==> src/rtl/dtq_pkg.sv <==
package dtq_pkg;
  typedef enum logic {
    GUARD_IDLE = 1'b0,
    GUARD_HELD = 1'b1
  } guard_st_e;

  localparam int unsigned IRQ_SRC_N = 3;
endpackage

==> src/rtl/dtq_tick.sv <==
module dtq_tick #(
  parameter int unsigned TICK_DIV = 200000
) (
  input  logic clk,
  input  logic rst_n,
  input  logic clr,
  output logic tick
);
  localparam int unsigned TW = (TICK_DIV > 1) ? $clog2(TICK_DIV) : 1;
  localparam logic [TW-1:0] LAST = TW'(TICK_DIV - 1);

  logic [TW-1:0] pre_q;

  always_ff @(posedge clk or negedge rst_n) begin
    if (!rst_n)           pre_q <= '0;
    else if (clr)         pre_q <= '0;
    else if (pre_q == LAST) pre_q <= '0;
    else                  pre_q <= pre_q + 1'b1;
  end

  assign tick = (pre_q == LAST) && !clr;

  AST_PRE_RANGE: assert property (@(posedge clk) disable iff (!rst_n)
    pre_q <= LAST);
endmodule

==> src/rtl/dtq_pair.sv <==
module dtq_pair (
  input  logic clk,
  input  logic rst_n,
  input  logic pwr_dn,
  input  logic tone_lo,
  input  logic tone_hi,
  output logic both_q
);
  always_ff @(posedge clk or negedge rst_n) begin
    if (!rst_n) both_q <= 1'b0;
    else        both_q <= tone_lo && tone_hi && !pwr_dn;
  end

  AST_PAIR_SET: assert property (@(posedge clk) disable iff (!rst_n)
    (tone_lo && tone_hi && !pwr_dn) |=> both_q);
  AST_SINGLE_IGNORED: assert property (@(posedge clk) disable iff (!rst_n)
    (tone_lo != tone_hi) |=> !both_q);
endmodule

==> src/rtl/dtq_guard.sv <==
module dtq_guard
  import dtq_pkg::*;
#(
  parameter int unsigned CW      = 8,
  parameter int unsigned CNT_MAX = (1 << CW) - 1
) (
  input  logic          clk,
  input  logic          rst_n,
  input  logic          pwr_dn,
  input  logic          tick,
  input  logic          early,
  input  logic [CW-1:0] thr_set,
  input  logic [CW-1:0] thr_clr,
  output logic          steady
);
  localparam logic [CW-1:0] TOP = CW'(CNT_MAX);

  logic [CW-1:0] cnt_q;
  guard_st_e     st_q;

  always_ff @(posedge clk or negedge rst_n) begin
    if (!rst_n)      cnt_q <= '0;
    else if (pwr_dn) cnt_q <= '0;
    else if (tick) begin
      if (early && cnt_q != TOP)       cnt_q <= cnt_q + 1'b1;
      else if (!early && cnt_q != '0)  cnt_q <= cnt_q - 1'b1;
    end
  end

  always_ff @(posedge clk or negedge rst_n) begin
    if (!rst_n)                st_q <= GUARD_IDLE;
    else if (pwr_dn)           st_q <= GUARD_IDLE;
    else if (cnt_q >= thr_set) st_q <= GUARD_HELD;
    else if (cnt_q <= thr_clr) st_q <= GUARD_IDLE;
  end

  assign steady = (st_q == GUARD_HELD);

  AST_NO_OVERFLOW: assert property (@(posedge clk) disable iff (!rst_n)
    cnt_q <= TOP);
  AST_MOVE_ON_TICK: assert property (@(posedge clk) disable iff (!rst_n)
    (!tick && !pwr_dn) |=> $stable(cnt_q));
  AST_SET_AT_THR: assert property (@(posedge clk) disable iff (!rst_n)
    (cnt_q >= thr_set && !pwr_dn) |=> steady);
  AST_HOLD_ABOVE_CLR: assert property (@(posedge clk) disable iff (!rst_n)
    (steady && cnt_q > thr_clr && !pwr_dn) |=> steady);
  AST_PD_CLEARS: assert property (@(posedge clk) disable iff (!rst_n)
    pwr_dn |=> (cnt_q == '0 && !steady));
endmodule

==> src/rtl/dtq_irq.sv <==
module dtq_irq #(
  parameter int unsigned NSRC = 3
) (
  input  logic            pwr_dn,
  input  logic [NSRC-1:0] req,
  output logic            irq_n
);
  logic [NSRC:0] chain;
  assign chain[0] = 1'b0;
  for (genvar i = 0; i < NSRC; i++) begin : g_or
    assign chain[i+1] = chain[i] | req[i];
  end
  assign irq_n = pwr_dn | ~chain[NSRC];
endmodule

==> src/rtl/dual_tone_qualifier.sv <==
module dual_tone_qualifier
  import dtq_pkg::*;
#(
  parameter int unsigned TICK_DIV = 200000,
  parameter int unsigned CW       = 8,
  parameter int unsigned CNT_MAX  = (1 << CW) - 1
) (
  input  logic          clk,
  input  logic          rst_n,
  input  logic          pwr_dn,
  input  logic          tone_lo,
  input  logic          tone_hi,
  input  logic          ring_n,
  input  logic          data_rdy_n,
  input  logic [CW-1:0] thr_set,
  input  logic [CW-1:0] thr_clr,
  output logic          early_det,
  output logic          steady_det,
  output logic          irq_n
);
  logic tick;
  logic [IRQ_SRC_N-1:0] req;

  dtq_tick #(.TICK_DIV(TICK_DIV)) u_tick (
    .clk(clk), .rst_n(rst_n), .clr(pwr_dn), .tick(tick)
  );

  dtq_pair u_pair (
    .clk(clk), .rst_n(rst_n), .pwr_dn(pwr_dn),
    .tone_lo(tone_lo), .tone_hi(tone_hi), .both_q(early_det)
  );

  dtq_guard #(.CW(CW), .CNT_MAX(CNT_MAX)) u_guard (
    .clk(clk), .rst_n(rst_n), .pwr_dn(pwr_dn), .tick(tick),
    .early(early_det), .thr_set(thr_set), .thr_clr(thr_clr),
    .steady(steady_det)
  );

  assign req = {~ring_n, ~data_rdy_n, steady_det};

  dtq_irq #(.NSRC(IRQ_SRC_N)) u_irq (
    .pwr_dn(pwr_dn), .req(req), .irq_n(irq_n)
  );

  AST_PD_SILENT: assert property (@(posedge clk) disable iff (!rst_n)
    pwr_dn |=> (!early_det && !steady_det));
endmodule

==> config.mk <==
export PLATFORM = sky130hd
export DESIGN_NAME = dual_tone_qualifier
export DESIGN_NICKNAME = d
export VERILOG_FILES = /design/src/rtl/dtq_pkg.sv /design/src/rtl/dtq_tick.sv /design/src/rtl/dtq_pair.sv /design/src/rtl/dtq_guard.sv /design/src/rtl/dtq_irq.sv /design/src/rtl/dual_tone_qualifier.sv
export SDC_FILE = /design/constraint.sdc
export NUM_CORES = 1
export LEC_CHECK = 0
export BUFFER_PORTS_ARGS = -buffer_cell sky130_fd_sc_hd__buf_2
export CAP_MARGIN = 20
export CELL_PAD_IN_SITES_DETAIL_PLACEMENT = 0
export CELL_PAD_IN_SITES_GLOBAL_PLACEMENT = 1
export CORE_AREA = 2 2 70 72
export CTS_CLUSTER_SIZE = 28
export DETAILED_ROUTE_END_ITERATION = 6
export DIE_AREA = 0 0 72 74
export PLACE_DENSITY_LB_ADDON = 0.08
export REMOVE_ABC_BUFFERS = 1
export SYNTH_ARGS = -nofsm -noshare
export SYNTH_HDL_FRONTEND = slang
export SYNTH_SLANG_ARGS = --single-unit
==> constraint.sdc <==
create_clock -name clk -period 7.9 [get_ports clk]
set_input_delay 2.37 -clock clk [delete_from_list [all_inputs] [get_ports clk]]
set_output_delay 2.37 -clock clk [all_outputs]
set_load 0.03 [all_outputs]
==> impl_metrics.prom, run 1 <==
# TYPE chip_impl_metric gauge
chip_impl_metric{name="place_ws",unit="ns"} 2.54
chip_impl_metric{name="final.setup.tns",unit="ns"} 0
chip_impl_metric{name="coreArea",unit="mm²"} 0.00460
chip_impl_metric{name="start_util",unit="%"} 43.8
chip_impl_info{name="clock_tree_root_buffer_cell",value="sky130_fd_sc_hd__clkbuf_8"} 1
chip_impl_metric{name="grt-ovfl-total",unit=""} 0
chip_impl_metric{name="number_of_buffers_added_by_the_clock_tree_synthesis_step",unit=""} 3
chip_impl_metric{name="routability_congestion",unit=""} 0.782
chip_impl_metric{name="fmax",unit="MHz"} 187
chip_impl_metric{name="finalMaxSlewViolations",unit=""} 0
chip_impl_metric{name="synthesis.area",unit="mm²"} 0.00201
chip_impl_metric{name="drt-vias-per-instance",unit=""} 5.21
chip_impl_metric{name="cts_buffer_depth",unit=""} 2
chip_impl_metric{name="first_pass_iters",unit=""} 4
chip_impl_metric{name="layout_setup_ws",unit="ns"} 2.56
chip_impl_info{name="cts_tree",value="done"} 1
chip_impl_metric{name="place_inst",unit=""} 295
chip_impl_metric{name="grt_pass1_vias",unit=""} 1576
chip_impl_metric{name="layout.cells.non_filler",unit=""} 298
chip_impl_metric{name="power_leakage",unit="nW"} 1.11
chip_impl_metric{name="worst_setup_hold_path_clk_slew",unit="ns"} 0.09
chip_impl_metric{name="htree_levels",unit=""} 1
chip_impl_metric{name="final.period_utilization",unit="%"} 67.5
chip_impl_metric{name="dr.first_iter.drc_count",unit=""} 42
chip_impl_metric{name="postCtsResizedCells",unit=""} 0
chip_impl_metric{name="route.antenna.remaining_nets",unit=""} 0
chip_impl_info{name="synth-main-ff-cell",value="sky130_fd_sc_hd__dfrtp_1"} 1
chip_impl_metric{name="layout-drive-gt1-share",unit="%"} 14.3
chip_impl_metric{name="die_area",unit="mm²"} 0.00533
chip_impl_metric{name="fin_worst_skew",unit="ns"} 0.00239
chip_impl_metric{name="yosys_warnings",unit=""} 0
chip_impl_metric{name="area_of_the_multi_input_gates",unit="mm²"} 0.00121
chip_impl_metric{name="grt_antenna_before_repair",unit=""} 0
chip_impl_info{name="worstSetupStartpointType",value="primary input"} 1
chip_impl_metric{name="global_routing_usage_summed_across_all_routing_layers",unit="%"} 16.9
chip_impl_metric{name="synth.avg_cell_area",unit="µm²"} 9.19
chip_impl_metric{name="hold_viol",unit=""} 0
chip_impl_metric{name="clock_latency",unit="ns"} 0.27
chip_impl_info{name="post-synth-top-area-cell",value="sky130_fd_sc_hd__dfrtp_1"} 1
chip_impl_metric{name="setup-violations-final",unit=""} 0
chip_impl_metric{name="final_period_minus_worst_setup_slack",unit="ns"} 5.34
chip_impl_metric{name="tritoncts_num_sinks",unit=""} 28
chip_impl_metric{name="number_of_flip_flops_and_latches_in_the_synthesized_netlist",unit=""} 28
chip_impl_metric{name="die_h",unit="µm"} 74
chip_impl_metric{name="global_route_wire_length_before_repair",unit="µm"} 7040
chip_impl_metric{name="vias",unit=""} 1554
chip_impl_info{name="criticalPathCategory",value="primary input to output port"} 1
chip_impl_metric{name="insertedDiodeCount",unit=""} 0
chip_impl_info{name="yosysMostFrequentCell",value="sky130_fd_sc_hd__nor2_1"} 1
chip_impl_metric{name="power_per_cell_area",unit="mW/mm²"} 112
chip_impl_metric{name="area_delta_synth_final",unit="%"} 10.5
chip_impl_metric{name="timing_worst_slew_pin_value",unit="ns"} 0.798
chip_impl_metric{name="sequential_fraction_of_the_synthesis_area",unit="%"} 34.8
chip_impl_info{name="yosys-top-cells-count",value="sky130_fd_sc_hd__nor2_1 (32), sky130_fd_sc_hd__dfrtp_1 (28), sky130_fd_sc_hd__ha_1 (23)"} 1
chip_impl_info{name="rsz_0062_raised_after_global_routing",value="false"} 1
chip_impl_metric{name="synth_edf_count",unit=""} 0
chip_impl_metric{name="maxCapViolCount",unit=""} 0
chip_impl_metric{name="yosysUniqueCellTypes",unit=""} 38
chip_impl_info{name="globalRoute.busiestLayer",value="met2"} 1
chip_impl_metric{name="synth_top_area_share",unit="%"} 34.8
chip_impl_metric{name="total_power",unit="mW"} 0.249
chip_impl_metric{name="port_buffers",unit=""} 25
chip_impl_metric{name="critPathArrivalTime",unit="ns"} 2.97
chip_impl_metric{name="post_cts_hold_buffer_count",unit=""} 0
chip_impl_metric{name="timing.max_slew.rel_slack",unit="%"} 46.4
chip_impl_metric{name="num-fill-cells",unit=""} 460
chip_impl_metric{name="postSynth.asyncResetShare",unit="%"} 100
chip_impl_metric{name="wirelength",unit="µm"} 3990
chip_impl_metric{name="place.detailed.hpwl",unit="µm"} 2990
chip_impl_metric{name="drc",unit=""} 0
chip_impl_metric{name="die_w",unit="µm"} 72
chip_impl_metric{name="layout.area.seq",unit="µm²"} 701
chip_impl_metric{name="ir_worst_vdd",unit="mV"} 0.0925
chip_impl_info{name="worstSetupEndpointType",value="output port"} 1
chip_impl_info{name="synthTopCellsByArea",value="sky130_fd_sc_hd__dfrtp_1 (35%), sky130_fd_sc_hd__ha_1 (14%), sky130_fd_sc_hd__nor2_1 (6.0%), sky130_fd_sc_hd__xor2_1 (5.7%), sky130_fd_sc_hd__inv_1 (3.7%)"} 1
chip_impl_metric{name="post_drt_wl_per_cell",unit="µm"} 13.4
chip_impl_metric{name="synthCells",unit=""} 219
chip_impl_metric{name="layout.nets",unit=""} 293
chip_impl_metric{name="met2_usage",unit="%"} 29.7
chip_impl_metric{name="met3_usage",unit="%"} 1.63
chip_impl_metric{name="worst-path-max-fanout",unit=""} 13
chip_impl_metric{name="core.rowCount",unit=""} 25
chip_impl_info{name="outcome",value="complete, no violations"} 1
chip_impl_info{name="min-delay-path-class",value="flip-flop to flip-flop"} 1
chip_impl_metric{name="worst-endpoint-required",unit="ns"} 5.53
chip_impl_metric{name="post_cts_setup_buffer_count",unit=""} 0
chip_impl_metric{name="maximum_number_of_pins_on_one_net_before_global_route_repair",unit=""} 29
chip_impl_metric{name="grt_util_met1",unit="%"} 22.4
chip_impl_metric{name="design.portCount",unit=""} 26
## cell type report
class	count	area share, %
Multi-Input combinational cell	168	54.6
Timing Repair Buffer	25	5.62
Sequential cell	28	31.5
Clock buffer	3	1.86
Inverter	20	3.37
Tap cell	54	3.04
## power breakdown
group          leakage [nW]  internal (mW)  switching (mW)
sequential            0.388          0.145         0.00147
clock                0.0216         0.0342          0.0421
combinational         0.702         0.0109          0.0154
total                  1.11          0.190          0.0590
## flip-flops by register name (all words and copies together), names as in the netlist
register / cells
u_guard.cnt_q: 8
u_guard.steady: 1
u_pair.both_q: 1
u_tick.pre_q: 18
## cell families after synthesis
logic type	after synthesis	share of synthesized area, %
AO/OA/AOI/OAI	31	10.8
AND/OR/NAND/NOR	86	21.9
flip-flops	28	34.8
multiplexers	8	4.10
adder cells (fa/ha/maj)	24	15.3
XOR/XNOR	19	8.27
buffers and inverters	23	4.85
## cells in the final DEF (no fill, tap or decap), types with 3 or more instances in the layout
cell,instances
sky130_fd_sc_hd__nor4_1,3
sky130_fd_sc_hd__nand3_1,10
sky130_fd_sc_hd__a21oi_1,8
sky130_fd_sc_hd__mux2i_1,6
sky130_fd_sc_hd__dfrtp_1,28
sky130_fd_sc_hd__xor2_1,13
sky130_fd_sc_hd__clkbuf_8,3
sky130_fd_sc_hd__xnor2_1,6
sky130_fd_sc_hd__a21o_1,6
sky130_fd_sc_hd__and3_1,3
sky130_fd_sc_hd__nor2_1,32
sky130_fd_sc_hd__nand2b_1,5
sky130_fd_sc_hd__buf_2,25
sky130_fd_sc_hd__nand4_1,10
sky130_fd_sc_hd__inv_1,20
sky130_fd_sc_hd__nor2b_1,5
sky130_fd_sc_hd__o21ai_0,6
sky130_fd_sc_hd__ha_1,23
sky130_fd_sc_hd__nand2_1,8
## final timing paths
kind | startpoint | cells after the start | slack (ns) | end
max in group asynchronous | rst_n | 1 | 5.37 | u_guard.cnt_q[2]
min | u_tick.pre_q[0] | 1 | 0.51 | u_tick.pre_q[0]
max reg2reg | u_guard.cnt_q[6] | 9 | 4.92 | u_guard.cnt_q[7]
min reg2reg | u_tick.pre_q[0] | 1 | 0.51 | u_tick.pre_q[0]
max | pwr_dn | 3 | 2.56 | irq_n
min in group asynchronous | rst_n | 1 | 2.11 | u_tick.pre_q[14]
## critical path, stage by stage
cell and delay [ns]:
sky130_fd_sc_hd__buf_2 0.24, sky130_fd_sc_hd__o21bai_1 0.15, sky130_fd_sc_hd__buf_2 0.21
## per-layer routing
layer,part of all wire [%],vias up
li1,-,819
met1,48,724
met2,50,9
met3,1.3,2
met4,0.58,0
met5,0,-
## per-stage QoR
stage	hold slack (ns)	area (µm²)	utilization (%)
5_1_grt	0.550	2220	48.4
3_3_place_gp	0.498	2180	47.5
3_5_place_dp	0.505	2180	47.5
2_1_floorplan	0.469	1990	-
4_1_cts	0.518	2220	48.4
6_report	0.510	2220	48.4
(Power assumes the default switching activity.)
==> inputs of run 2 (changes only) <==
--- a/config.mk
+++ b/config.mk
@@ -9,10 +9,10 @@
 export CAP_MARGIN = 20
 export CELL_PAD_IN_SITES_DETAIL_PLACEMENT = 0
 export CELL_PAD_IN_SITES_GLOBAL_PLACEMENT = 1
-export CORE_AREA = 2 2 70 72
+export CORE_AREA = 2 2 74 76
 export CTS_CLUSTER_SIZE = 28
 export DETAILED_ROUTE_END_ITERATION = 6
-export DIE_AREA = 0 0 72 74
+export DIE_AREA = 0 0 76 78
 export PLACE_DENSITY_LB_ADDON = 0.08
 export REMOVE_ABC_BUFFERS = 1
 export SYNTH_ARGS = -nofsm -noshare
==> constraint.sdc (replaced) <==
create_clock -name clk -period 4.4 [get_ports clk]
set_input_delay 1.32 -clock clk [delete_from_list [all_inputs] [get_ports clk]]
set_output_delay 1.32 -clock clk [all_outputs]
set_load 0.03 [all_outputs]
==> impl_metrics.prom, run 2 (same netlist as run 1, synthesis figures left out) <==
# TYPE chip_impl_metric gauge
chip_impl_metric{name="hold_viol",unit=""} 0
chip_impl_metric{name="num-fill-cells",unit=""} 529
chip_impl_metric{name="worst-endpoint-required",unit="ns"} 3.08
chip_impl_metric{name="die_h",unit="µm"} 78
chip_impl_metric{name="clock_latency",unit="ns"} 0.27
chip_impl_metric{name="fmax",unit="MHz"} 310
chip_impl_metric{name="total_power",unit="mW"} 0.449
chip_impl_info{name="min-delay-path-class",value="flip-flop to flip-flop"} 1
chip_impl_metric{name="post_drt_wl_per_cell",unit="µm"} 13.0
chip_impl_metric{name="timing.max_slew.rel_slack",unit="%"} 42.2
chip_impl_info{name="criticalPathCategory",value="primary input to output port"} 1
chip_impl_metric{name="vias",unit=""} 1534
chip_impl_metric{name="grt-ovfl-total",unit=""} 0
chip_impl_metric{name="insertedDiodeCount",unit=""} 0
chip_impl_info{name="layout_top_registers",value="u_tick.pre_q (18), u_guard.cnt_q (8)"} 1
chip_impl_metric{name="coreArea",unit="mm²"} 0.00504
chip_impl_metric{name="postCtsResizedCells",unit=""} 0
chip_impl_metric{name="start_util",unit="%"} 39.9
chip_impl_metric{name="maxCapViolCount",unit=""} 0
chip_impl_metric{name="wirelength",unit="µm"} 4090
chip_impl_metric{name="grt_pass1_vias",unit=""} 1568
chip_impl_metric{name="worst_setup_hold_path_clk_slew",unit="ns"} 0.09
chip_impl_info{name="worstSetupStartpointType",value="primary input"} 1
chip_impl_metric{name="global_route_wire_length_before_repair",unit="µm"} 7180
chip_impl_metric{name="area_delta_synth_final",unit="%"} 11.5
chip_impl_metric{name="maximum_number_of_pins_on_one_net_before_global_route_repair",unit=""} 29
chip_impl_metric{name="global_routing_usage_summed_across_all_routing_layers",unit="%"} 14.8
chip_impl_metric{name="flip_flop_count_of_the_largest_register_after_layout",unit=""} 18
chip_impl_metric{name="critPathArrivalTime",unit="ns"} 1.91
chip_impl_metric{name="die_w",unit="µm"} 76
chip_impl_info{name="cts_tree",value="done"} 1
chip_impl_info{name="rsz_0062_raised_after_global_routing",value="false"} 1
chip_impl_metric{name="layout.nets",unit=""} 293
chip_impl_info{name="max_flop_register",value="u_tick.pre_q"} 1
chip_impl_metric{name="dr.first_iter.drc_count",unit=""} 49
chip_impl_metric{name="worst-path-max-fanout",unit=""} 13
chip_impl_metric{name="route.antenna.remaining_nets",unit=""} 0
chip_impl_metric{name="die_area",unit="mm²"} 0.00593
chip_impl_metric{name="post_cts_hold_buffer_count",unit=""} 0
chip_impl_info{name="mostFrequentLayoutCells",value="sky130_fd_sc_hd__nor2_1 (32), sky130_fd_sc_hd__dfrtp_1 (28), sky130_fd_sc_hd__buf_2 (25)"} 1
chip_impl_metric{name="number_of_buffers_added_by_the_clock_tree_synthesis_step",unit=""} 3
chip_impl_metric{name="cts_buffer_depth",unit=""} 2
chip_impl_metric{name="power_leakage",unit="nW"} 1.11
chip_impl_metric{name="drc",unit=""} 0
chip_impl_metric{name="core.rowCount",unit=""} 26
chip_impl_info{name="clock_tree_root_buffer_cell",value="sky130_fd_sc_hd__clkbuf_8"} 1
chip_impl_metric{name="ir_worst_vdd",unit="mV"} 0.141
chip_impl_metric{name="fin_worst_skew",unit="ns"} 0.00412
chip_impl_metric{name="finalHoldWorstSlack",unit="ns"} 0.508
chip_impl_metric{name="place.detailed.hpwl",unit="µm"} 3020
chip_impl_metric{name="port_buffers",unit=""} 25
chip_impl_info{name="worstSetupEndpointType",value="output port"} 1
chip_impl_metric{name="layout-drive-gt1-share",unit="%"} 14.3
chip_impl_metric{name="final.period_utilization",unit="%"} 73.3
chip_impl_metric{name="routability_congestion",unit=""} 0.776
chip_impl_metric{name="tritoncts_num_sinks",unit=""} 28
chip_impl_metric{name="finalMaxSlewViolations",unit=""} 0
chip_impl_metric{name="setup-violations-final",unit=""} 0
chip_impl_metric{name="design.portCount",unit=""} 26
chip_impl_metric{name="htree_levels",unit=""} 1
chip_impl_metric{name="final_period_minus_worst_setup_slack",unit="ns"} 3.23
chip_impl_metric{name="power_per_cell_area",unit="mW/mm²"} 200
chip_impl_metric{name="timing_worst_slew_pin_value",unit="ns"} 0.861
chip_impl_info{name="most_common_cell_after_layout_fill_and_taps_aside",value="sky130_fd_sc_hd__nor2_1"} 1
chip_impl_metric{name="first_pass_iters",unit=""} 4
chip_impl_metric{name="post_cts_setup_buffer_count",unit=""} 0
chip_impl_metric{name="drt-vias-per-instance",unit=""} 4.89
chip_impl_metric{name="grt_antenna_before_repair",unit=""} 0
chip_impl_metric{name="final.setup.tns",unit="ns"} 0
chip_impl_info{name="outcome",value="complete, no violations"} 1
[run 2: cell counts in the layout (fill, tap and decap cells not counted)]
Identical to the previous run, type by type.
[run 2: final timing paths]
kind | start | endpoint | slack [ns] | cells after the start
setup / recovery | pwr_dn | irq_n | 1.17 | 3
hold / removal | u_tick.pre_q[0] | u_tick.pre_q[0] | 0.51 | 1
setup reg to reg | u_guard.cnt_q[1] | u_guard.cnt_q[7] | 1.35 | 9
hold reg to reg | u_tick.pre_q[0] | u_tick.pre_q[0] | 0.51 | 1
max in group asynchronous | rst_n | u_guard.cnt_q[0] | 2.91 | 1
min in group asynchronous | rst_n | u_tick.pre_q[14] | 1.07 | 1
[run 2: routing by layer]
metal / part of all wire [%] / vias to the layer above / wire [µm] / track usage, %
li1: - / 813 / - / -
met4: 0.64 / 0 / 26 / 3.82
met5: 0 / - / 0 / 0
met1: 50 / 712 / 2050 / 19.5
met2: 48 / 7 / 1960 / 26.2
met3: 1.2 / 2 / 49 / 1.51
[run 2: cell type report]
type	count	area [µm²]	area share (%)
sequential	28	701	31.2
tap	70	87.6	3.90
inverter	20	75.1	3.34
clock buffer	3	41.3	1.84
timing repair buffer	25	125	5.57
multi-input combinational	168	1210	54.1
[run 2: where the power goes]
part | total, mW | leakage, nW | internal, mW | switching, mW
clock network | 0.139 | 0.0216 | 0.0614 | 0.0774
logic | 0.0475 | 0.702 | 0.0195 | 0.0280
registers | 0.262 | 0.388 | 0.260 | 0.00258
[run 2: through the flow]
| stage | util (%) | instance area, µm² | cells | setup WS, ns |
|---|---|---|---|---|
| 4_1_cts | 44.5 | 2240 | 314 | 1.15 |
| 3_3_place_gp | 43.7 | 2200 | 311 | 1.17 |
| 6_report | 44.5 | 2240 | 314 | 1.17 |
| 5_1_grt | 44.5 | 2240 | 314 | 1.06 |
| 2_1_floorplan | - | 1990 | 216 | 1.25 |
| 3_5_place_dp | 43.7 | 2200 | 311 | 1.16 |
[run 2: critical path: stages]
cell and delay [ns]:
sky130_fd_sc_hd__buf_2 0.23, sky130_fd_sc_hd__o21bai_1 0.14, sky130_fd_sc_hd__buf_2 0.21
